File: config.mk
export PLATFORM = sky130hd
export DESIGN_NAME = tri_timer
export DESIGN_NICKNAME = d
export VERILOG_FILES = /design/src/rtl/tri_timer_pkg.sv /design/src/rtl/ext_tick_sync.sv /design/src/rtl/timer_chan.sv /design/src/rtl/tri_timer.sv
export SDC_FILE = /design/constraint.sdc
export NUM_CORES = 1
export LEC_CHECK = 0
export BUFFER_PORTS_ARGS = -buffer_cell sky130_fd_sc_hd__buf_2
export CAP_MARGIN = 20
export CORE_MARGIN = 1
export CORE_UTILIZATION = 55
export DETAILED_ROUTE_END_ITERATION = 7
export PLACE_DENSITY = 0.71
export SLEW_MARGIN = 5
export SYNTH_ARGS = -nofsm -noshare
export SYNTH_HDL_FRONTEND = slang
export SYNTH_SLANG_ARGS = --single-unit
File: constraint.sdc
create_clock -name clk_i -period 6.7 [get_ports clk_i]
set_input_delay 1.34 -clock clk_i [delete_from_list [all_inputs] [get_ports clk_i]]
set_output_delay 1.34 -clock clk_i [all_outputs]
set_load 0.03 [all_outputs]
File: src/rtl/tri_timer_pkg.sv
package tri_timer_pkg;
  // field order inside a channel's 3-bit group (control and status)
  localparam int unsigned CTL_EN   = 0;
  localparam int unsigned CTL_SRC  = 1;
  localparam int unsigned CTL_WIE  = 2;
  localparam int unsigned ST_CMPA  = 0;
  localparam int unsigned ST_CMPB  = 1;
  localparam int unsigned ST_WRAP  = 2;
  localparam int unsigned GRP_BITS = 3;

  typedef enum logic [1:0] {
    BK_COUNT  = 2'd0,
    BK_RELOAD = 2'd1,
    BK_CMPA   = 2'd2,
    BK_CMPB   = 2'd3
  } bank_reg_e;
endpackage

File: src/rtl/ext_tick_sync.sv
module ext_tick_sync #(
  parameter int unsigned N = 3
) (
  input  logic         clk_i,
  input  logic         rst_ni,
  input  logic [N-1:0] ext_i,
  output logic [N-1:0] edge_o
);
  logic [N-1:0] s1_q, s2_q, s3_q;

  always_ff @(posedge clk_i or negedge rst_ni) begin
    if (!rst_ni) begin
      s1_q <= '0;
      s2_q <= '0;
      s3_q <= '0;
    end else begin
      s1_q <= ext_i;
      s2_q <= s1_q;
      s3_q <= s2_q;
    end
  end

  assign edge_o = s2_q & ~s3_q;


  edge_pulse_chk: assert property (@(posedge clk_i) disable iff (!rst_ni)
    (edge_o != '0) |=> ((edge_o & $past(edge_o)) == '0));
endmodule

File: src/rtl/timer_chan.sv
module timer_chan #(
  parameter int unsigned W = 32
) (
  input  logic         clk_i,
  input  logic         rst_ni,
  input  logic         tick_i,
  input  logic         up_i,
  input  logic         wie_i,
  input  logic         cnt_we_i,
  input  logic         rld_we_i,
  input  logic         cmpa_we_i,
  input  logic         cmpb_we_i,
  input  logic [W-1:0] wdata_i,
  output logic [W-1:0] cnt_o,
  output logic [W-1:0] rld_o,
  output logic [W-1:0] cmpa_o,
  output logic [W-1:0] cmpb_o,
  output logic         cmpa_hit_o,
  output logic         cmpb_hit_o,
  output logic         wrap_o
);
  logic [W-1:0] cnt_q, rld_q, cmpa_q, cmpb_q, nxt;
  logic         wrap, adv;

  always_comb begin
    wrap = up_i ? (cnt_q == '1) : (cnt_q == '0);
    nxt  = wrap ? rld_q : (up_i ? cnt_q + 1'b1 : cnt_q - 1'b1);
    adv  = tick_i & ~cnt_we_i;
  end

  always_ff @(posedge clk_i or negedge rst_ni) begin
    if (!rst_ni) begin
      cnt_q  <= '0;
      rld_q  <= '1;
      cmpa_q <= '0;
      cmpb_q <= '0;
    end else begin
      if (cnt_we_i)   cnt_q  <= wdata_i;
      else if (tick_i) cnt_q <= nxt;
      if (rld_we_i)   rld_q  <= wdata_i;
      if (cmpa_we_i)  cmpa_q <= wdata_i;
      if (cmpb_we_i)  cmpb_q <= wdata_i;
    end
  end

  assign cnt_o      = cnt_q;
  assign rld_o      = rld_q;
  assign cmpa_o     = cmpa_q;
  assign cmpb_o     = cmpb_q;
  assign cmpa_hit_o = adv & (nxt == cmpa_q);
  assign cmpb_hit_o = adv & (nxt == cmpb_q);
  assign wrap_o     = adv & wrap & wie_i;


  cnt_hold_chk: assert property (@(posedge clk_i) disable iff (!rst_ni)
    (!tick_i && !cnt_we_i) |=> $stable(cnt_o));

  wrap_reload_chk: assert property (@(posedge clk_i) disable iff (!rst_ni)
    (tick_i && !cnt_we_i && !up_i && cnt_o == '0) |=> (cnt_o == $past(rld_o)));

  sw_write_chk: assert property (@(posedge clk_i) disable iff (!rst_ni)
    cnt_we_i |=> (cnt_o == $past(wdata_i)));
endmodule

File: src/rtl/tri_timer.sv
module tri_timer
  import tri_timer_pkg::*;
#(
  parameter int unsigned NCH = 3,
  parameter int unsigned W   = 32,
  parameter int unsigned AW  = 6
) (
  input  logic           clk_i,
  input  logic           rst_ni,
  input  logic [AW-1:0]  addr_i,
  input  logic           we_i,
  input  logic [W-1:0]   wdata_i,
  output logic [W-1:0]   rdata_o,
  input  logic [NCH-1:0] ext_clk_i,
  output logic           irq_o
);
  localparam int unsigned WW        = AW - 2;
  localparam int unsigned STW       = GRP_BITS * NCH;
  localparam int unsigned CTW       = STW + 1;
  localparam int unsigned UP_BIT    = STW;
  localparam int unsigned CTRL_WORD = NCH * 4;
  localparam int unsigned STAT_WORD = CTRL_WORD + 1;
  localparam int unsigned MASK_WORD = CTRL_WORD + 2;

  logic [WW-1:0]  word;
  logic [CTW-1:0] ctrl_q;
  logic [STW-1:0] stat_q, mask_q, set_vec;
  logic [NCH-1:0] ext_edge, tick;
  logic           stat_we;
  logic [W-1:0]   cnt_a [NCH];
  logic [W-1:0]   rld_a [NCH];
  logic [W-1:0]   cmpa_a[NCH];
  logic [W-1:0]   cmpb_a[NCH];

  assign word    = addr_i[AW-1:2];
  assign stat_we = we_i && (word == WW'(STAT_WORD));

  ext_tick_sync #(.N(NCH)) u_sync (
    .clk_i (clk_i),
    .rst_ni(rst_ni),
    .ext_i (ext_clk_i),
    .edge_o(ext_edge)
  );

  for (genvar k = 0; k < NCH; k++) begin : g_ch
    logic bank_we;
    assign bank_we = we_i && ((word >> 2) == WW'(k));
    assign tick[k] = ctrl_q[GRP_BITS*k + CTL_EN] &
                     (ctrl_q[GRP_BITS*k + CTL_SRC] ? ext_edge[k] : 1'b1);

    timer_chan #(.W(W)) u_chan (
      .clk_i     (clk_i),
      .rst_ni    (rst_ni),
      .tick_i    (tick[k]),
      .up_i      (ctrl_q[UP_BIT]),
      .wie_i     (ctrl_q[GRP_BITS*k + CTL_WIE]),
      .cnt_we_i  (bank_we && word[1:0] == BK_COUNT),
      .rld_we_i  (bank_we && word[1:0] == BK_RELOAD),
      .cmpa_we_i (bank_we && word[1:0] == BK_CMPA),
      .cmpb_we_i (bank_we && word[1:0] == BK_CMPB),
      .wdata_i   (wdata_i),
      .cnt_o     (cnt_a[k]),
      .rld_o     (rld_a[k]),
      .cmpa_o    (cmpa_a[k]),
      .cmpb_o    (cmpb_a[k]),
      .cmpa_hit_o(set_vec[GRP_BITS*k + ST_CMPA]),
      .cmpb_hit_o(set_vec[GRP_BITS*k + ST_CMPB]),
      .wrap_o    (set_vec[GRP_BITS*k + ST_WRAP])
    );
  end

  always_ff @(posedge clk_i or negedge rst_ni) begin
    if (!rst_ni) begin
      ctrl_q <= '0;
      stat_q <= '0;
      mask_q <= '0;
    end else begin
      if (we_i && word == WW'(CTRL_WORD)) ctrl_q <= wdata_i[CTW-1:0];
      if (we_i && word == WW'(MASK_WORD)) mask_q <= wdata_i[STW-1:0];
      // event set beats write-one-to-clear
      stat_q <= (stat_q & ~(stat_we ? wdata_i[STW-1:0] : '0)) | set_vec;
    end
  end

  always_comb begin
    rdata_o = '0;
    for (int k = 0; k < NCH; k++) begin
      if ((word >> 2) == WW'(k)) begin
        case (word[1:0])
          BK_COUNT:  rdata_o = cnt_a[k];
          BK_RELOAD: rdata_o = rld_a[k];
          BK_CMPA:   rdata_o = cmpa_a[k];
          default:   rdata_o = cmpb_a[k];
        endcase
      end
    end
    if (word == WW'(CTRL_WORD)) rdata_o = W'(ctrl_q);
    if (word == WW'(STAT_WORD)) rdata_o = W'(stat_q);
    if (word == WW'(MASK_WORD)) rdata_o = W'(mask_q);
  end

  assign irq_o = |(stat_q & ~mask_q);


  stat_sticky_chk: assert property (@(posedge clk_i) disable iff (!rst_ni)
    !stat_we |=> ((stat_q & $past(stat_q)) == $past(stat_q)));

  stat_set_chk: assert property (@(posedge clk_i) disable iff (!rst_ni)
    (set_vec != '0) |=> ((stat_q & $past(set_vec)) == $past(set_vec)));

  irq_masked_chk: assert property (@(posedge clk_i) disable iff (!rst_ni)
    (mask_q == '1) |-> !irq_o);
endmodule

# Word level (Yosys, flattened, before mapping)
# Index checks and enable logic that the tools add are counted.
# op_classes
eq_ne	17
mux	28
add_sub_neg	6
bitwise_logic	28
n_reduce_logical	27
# ops
cell	count
$mux W32	18
$pmux W32 S3	3
$eq A32 B32 Y1	6
$add A32 B1 Y32 const B	3
$eq A32 B32 Y1 const B	3
$logic_not A32 Y1	3
$sub A32 B1 Y32 const B	3
$and A1 B1 Y1	18
$and A9 B9 Y9	2
$logic_and A1 B1 Y1	18
$not A9 Y9	2
$eq A4 B4 Y1 const B	3
$mux W9	1
$or A9 B9 Y9	1
$reduce_or A9 Y1	1
$eq A2 B2 Y1 const B	3
$mux W1	6
$reduce_bool A2 Y1	3
$eq A2 B1 Y1 const B	2
$logic_not A4 Y1	1
$and A3 B3 Y3	1
$not A1 Y1	3
$not A3 Y3	1
$logic_not A2 Y1	1
# word_totals
word_cells	124
out_inout_bits	33
regBits	421

# Logic depth before layout (Yosys ltp)
# logic_depth
depth_word	8
depth_mapped	16

# Hierarchy
# A second synthesis with hierarchy kept.
# unflattened
cells_unflattened	3706
hier_area_um2	33803.7
# by_module_without_submodules
mod	cells_per_inst	n_inst	area_per_inst_um2
timer_chan (g_ch[1].u_chan ...)	1115	2	9658.0
timer_chan (g_ch[0].u_chan)	1030	1	9409.0
tri_timer	434	1	4812.1
ext_tick_sync	12	1	266.5

# Least setup slack after synthesis
# Ideal clock, no wire load.
# synth_path
path_kind	register -> register
from	reg ctrl_q[9]
to	reg stat_q[4]
setup_ps	95
path_stages_with_launch	16
t_arrival_ps	5414
setup_slack_ps	1191
path_buffers	2
t_required_ps	6605
synth_period_minus_slack_ps	5509
path_cell_list	dfrtp_1 > buf_6 > inv_1 > ha_1 > buf_2 > a21o_1 > a21o_1 > a2111oi_0 > nor3_1 > or4b_4 > and3_1 > o31ai_1 > xnor2_1 > o2111ai_1 > a2111o_1 > o31ai_1
# synth_between
elab_chain_cells	5
elab_cells_between_ends	6
# synth_lines
item	line_no	rtl
start, declared	tri_timer.sv:26	logic [CTW-1:0] ctrl_q;
start signal, assigned	tri_timer.sv:78	if (we_i && word == WW'(CTRL_WORD)) ctrl_q <= wdata_i[CTW-1:0];
$mux W32 / $mux W1 (equally long branches)	timer_chan.sv:27, timer_chan.sv:26	
$mux W32 *	timer_chan.sv:27	nxt = wrap ? rld_q : (up_i ? cnt_q + 1'b1 : cnt_q - 1'b1);
$eq A32 B32 Y1 *	timer_chan.sv:51	assign cmpb_hit_o = adv & (nxt == cmpb_q);
$and A1 B1 Y1 *	timer_chan.sv:51	
$or A9 B9 Y9 *	tri_timer.sv:81	stat_q <= (stat_q & ~(stat_we ? wdata_i[STW-1:0] : '0)) | set_vec;
end signal, assigned	tri_timer.sv:81	
end, declared	tri_timer.sv:27	logic [STW-1:0] stat_q, mask_q, set_vec;
# Mark *: on every way between the ends. The rest lies on a longest branch, timed or not.
# A chain may end at the register's enable or synchronous reset.

# Final worst setup path
# layout_path
from	in addr_i[3]
to	out rdata_o[0]
# layout_between
elab_chain_cells	8
elab_cells_between_ends	15
# layout_lines
item	line_no	rtl
start, declared	tri_timer.sv:10	input logic [AW-1:0] addr_i,
$eq A2 B2 Y1, or another cell as far along	tri_timer.sv:89	case (word[1:0])
$pmux W32 S3	tri_timer.sv:89	
$mux W32 (3 in a row)	tri_timer.sv:88	if ((word >> 2) == WW'(k)) begin
$mux W32	tri_timer.sv:97	if (word == WW'(CTRL_WORD)) rdata_o = W'(ctrl_q);
$mux W32	tri_timer.sv:98	if (word == WW'(STAT_WORD)) rdata_o = W'(stat_q);
$mux W32 *	tri_timer.sv:99	if (word == WW'(MASK_WORD)) rdata_o = W'(mask_q);
end, declared	tri_timer.sv:13	output logic [W-1:0] rdata_o,
# Marks and branches as above.

==> flow_metrics.tcl <==
set metrics [dict create \
    r2r-start "ctrl_q[9]$_DFFE_PN0P_" \
    numCtsBuffers 50 \
    antenna_found_initial 7 \
    rsz0062_at_grt "no" \
    synth_fp_nets 3504 \
    synth_fa_ha_area_frac 0.03688 \
    grt_pass1_wl_microns 184900 \
    synthMuxAreaShare 0.1828 \
    core_sq_um 57700 \
    gp_congestion 1.060 \
    path_class "in2out" \
    viasPerCell 7.066 \
    min_to "u_sync.s2_q[2]$_DFF_PN0_" \
    intPower_uw 9538 \
    power_uw 19100 \
    drc 0 \
    final_nets 3454 \
    avgSynthCellArea_sq_um 9.552 \
    crit_path_end_kind "output pin" \
    pre_cts_ws_ps 1373 \
    postCtsSetupBuffers 0 \
    grt_pass1_vias 27570 \
    fmax_ghz 0.1828 \
    ff2ff_setup_slack_ps 1250 \
    clk_pin_slew_ps 60 \
    crit_slowest_cell "nor2b_1" \
    worst_slack_ps 1229 \
    setup_tns_ps 0 \
    switching_share 0.5006 \
    final_cell_count_no_fill 4125 \
    holdPathStages 0 \
    yosysMostFrequentCell "nand2_1" \
    min_from "u_sync.s1_q[2]$_DFF_PN0_" \
    via_count 29150 \
    cpPeakStageDelay_ps 830 \
    synthXorXnorAreaFrac 0.1059 \
    status "finished clean" \
    critPathMaxFanout 49 \
    slew-limit-headroom 0.2667 \
    rows 88 \
    numPortBuffers 74 \
    synthSimpleGateAreaFrac 0.1308 \
    finalSetupViolCount 0 \
    synth_flop_cell "dfrtp_1" \
    die_h_microns 243.8 \
    skew_ps 37.44 \
    routedWlPerCell_microns 30.50 \
    combPwrFrac 0.600 \
    required_ps 5360 \
    seq_power_share 0.246 \
    drt_pass1_iterations 6 \
    die_area_sq_um 59450 \
    yosysSeqAreaShare 0.3313 \
    ctsHtreeMaxLevel 2 \
    synth.area.top_cells "dfrtp_1 25%, mux2_2 10%, dfstp_2 7.8%, xnor2_1 5.6%, mux4_2 5.6%" \
    drt_iter0_markers 4132 \
    netlist_instances 3367 \
    synth_compound_area_frac 0.1754 \
    final-hold-violation-count 0 \
    fin_crit_ps 5471 \
    p_leak_uw 0.01384 \
    p_switching_uw 9559 \
    cts_tree "built" \
    grt_max_degree 158 \
    critPathBufInv 2 \
    clkPwrFrac 0.153 \
    cp_top_family "simple AND/OR/NAND/NOR gates" \
    vdd_drop_max_uv 312.5 \
    synth_common_cells "333 x nand2_1, 325 x dfrtp_1, 297 x mux2_2, 218 x a21oi_1, 212 x o21ai_0" \
    cts_buffer_depth 3 \
    io_pins 77 \
    worst_hold_slack_ps 350.2 \
    die_width_microns 243.8 \
    wl_microns 125800 \
    area_delta_synth_final_pct 8.267 \
    r2r-end "stat_q[6]$_DFF_PN0_" \
    reg2reg_depth 14 \
    synth_area_sq_um 32160 \
    hold_path.class "reg2reg" \
    yosys.area.top_type_share 0.2529 \
    overflow 0 \
    tightest_slew_ps 1086 \
    cts_resized 0 \
    place_inst 4027 \
    yosysUniqueCellTypes 101 \
    grt_usage 0.4199 \
    yosys_warnings 0 \
    final_max_slew_viol_count 0 \
    initial_core_util 0.5574 \
    synth_edf_count 0 \
    ys_ff_latch 421 \
    ant_nets 0 \
    clockRootBuffer "clkbuf_16" \
    async_flop_share 1.000 \
    arrival_ps 4130 \
    cts.sinks 421 \
    dpl.hpwl_microns 93040 \
    drv_cap 0 \
    cts.hold.buffers_added 0 \
    synth_top_family_by_area "multiplexers" \
    path_cells "buf_4 > nor2b_1 > nor2b_1 > a221o_1 > buf_2" \
    drive_gt1_frac 0.2183 \
    synth_area_leader_cell "dfrtp_1" \
    cp-start-kind "input port" \
    critPathMostFrequentCell "nor2b_1" \
    period_share 0.8166 \
    p_per_area_nw_per_um2 548.5 \
    clock_latency_ps 630 \
]
-- layer usage --
metal,wire [microns],vias to the layer above,global-route usage
met4,7153,4,0.2007
met2,53520,1856,0.6131
met5,16,-,0
met3,14890,365,0.1091
li1,-,12380,-
met1,50220,14540,0.5786
-- placed cells by master, fill, tap and decap left out, drive strengths merged, types with 9 or more instances in the layout --
master,instances
a2111oi,11
a211oi,39
a21o,58
a21oi,223
a221oi,18
a222oi,9
a311oi,12
a31oi,26
and2,26
and3,21
buf,118
clkbuf,65
clkinv,21
dfrtp,325
dfstp,96
ha,90
inv,81
mux2,297
mux2i,72
mux4,80
nand2,334
nand2b,14
nand3,54
nand4,70
nor2,193
nor2b,12
nor3,32
nor4,66
o2111ai,16
o211ai,49
o21a,20
o21ai,218
o21bai,11
o22ai,15
o31ai,20
or3,14
xnor2,207
xnor3,10
xor2,148
-- power by group through the flow --
stage	Clock, uW	Combinational, uW	Sequential (uW)
after global routing	3050	12100	4760
final	2930	11500	4710
after detailed placement	0	11000	4670
after CTS	2940	11100	4630
after floorplan	0	7960	4100
after global placement	0	10900	4620
-- worst reg2reg max path, delay by kind of cell, from the launching register on --
kind	cells	cell delay, ps
AO/OA/AOI/OAI	9	3450
buffers and inverters	2	700
AND/OR/NAND/NOR	2	450
adder cells (fa/ha/maj)	1	390
flip-flops	1	360
-- sequential cells by signal, summed over array words and instances (netlist names) --
signal and flops:
g_ch.u_chan.cmpa_o 96, stat_q 9, mask_q 9, u_sync.s3_q 3, g_ch.u_chan.cnt_o 96, u_sync.s2_q 3, u_sync.s1_q 3, ctrl_q 10
g_ch.u_chan.rld_o 96, g_ch.u_chan.cmpb_o 96
-- how the worst max path moves through the flow --
stage                                     start                   to  cells past startpoint  slack, ps
after CTS                             addr_i[2]          rdata_o[13]                      7       1370
after detailed placement              addr_i[2]          rdata_o[13]                      7       1370
final                                 addr_i[3]           rdata_o[0]                      5       1230
after global routing      ctrl_q[9]$_DFFE_PN0P_  stat_q[6]$_DFF_PN0_                     14       1090
after floorplan           ctrl_q[9]$_DFFE_PN0P_  stat_q[4]$_DFF_PN0_                     15       1190
after global placement                addr_i[2]          rdata_o[13]                      7       1370
-- kinds of logic (layout without fill, tap and decap cells) --
logic type / Yosys count / count (layout)
simple gates: 880 / 880
compound gates: 852 / 852
mux: 449 / 449
flops: 421 / 421
xor+xnor: 368 / 368
buf+inv: 304 / 295
fa+ha+maj: 93 / 93
other cells: 0 / 2
-- layout make-up --
class	count	area, sq um
Antenna cell	2	5.005
Clock buffer	64	1354
Clock inverter	29	390.4
Fill cell	4956	22870
Inverter	83	312.8
Multi-Input combinational cell	2642	20390
Sequential cell	421	10660
Tap cell	765	957.2
Timing Repair Buffer	119	757.0
-- per-stage QoR --
step,utilization,area [sq um]
3_5_place_dp,0.5730,33060
3_3_place_gp,0.5726,33040
4_1_cts,0.6032,34800
2_1_floorplan,-,32160
5_1_grt,0.6035,34820
6_report,0.6035,34820
(Power assumes the default switching activity.)
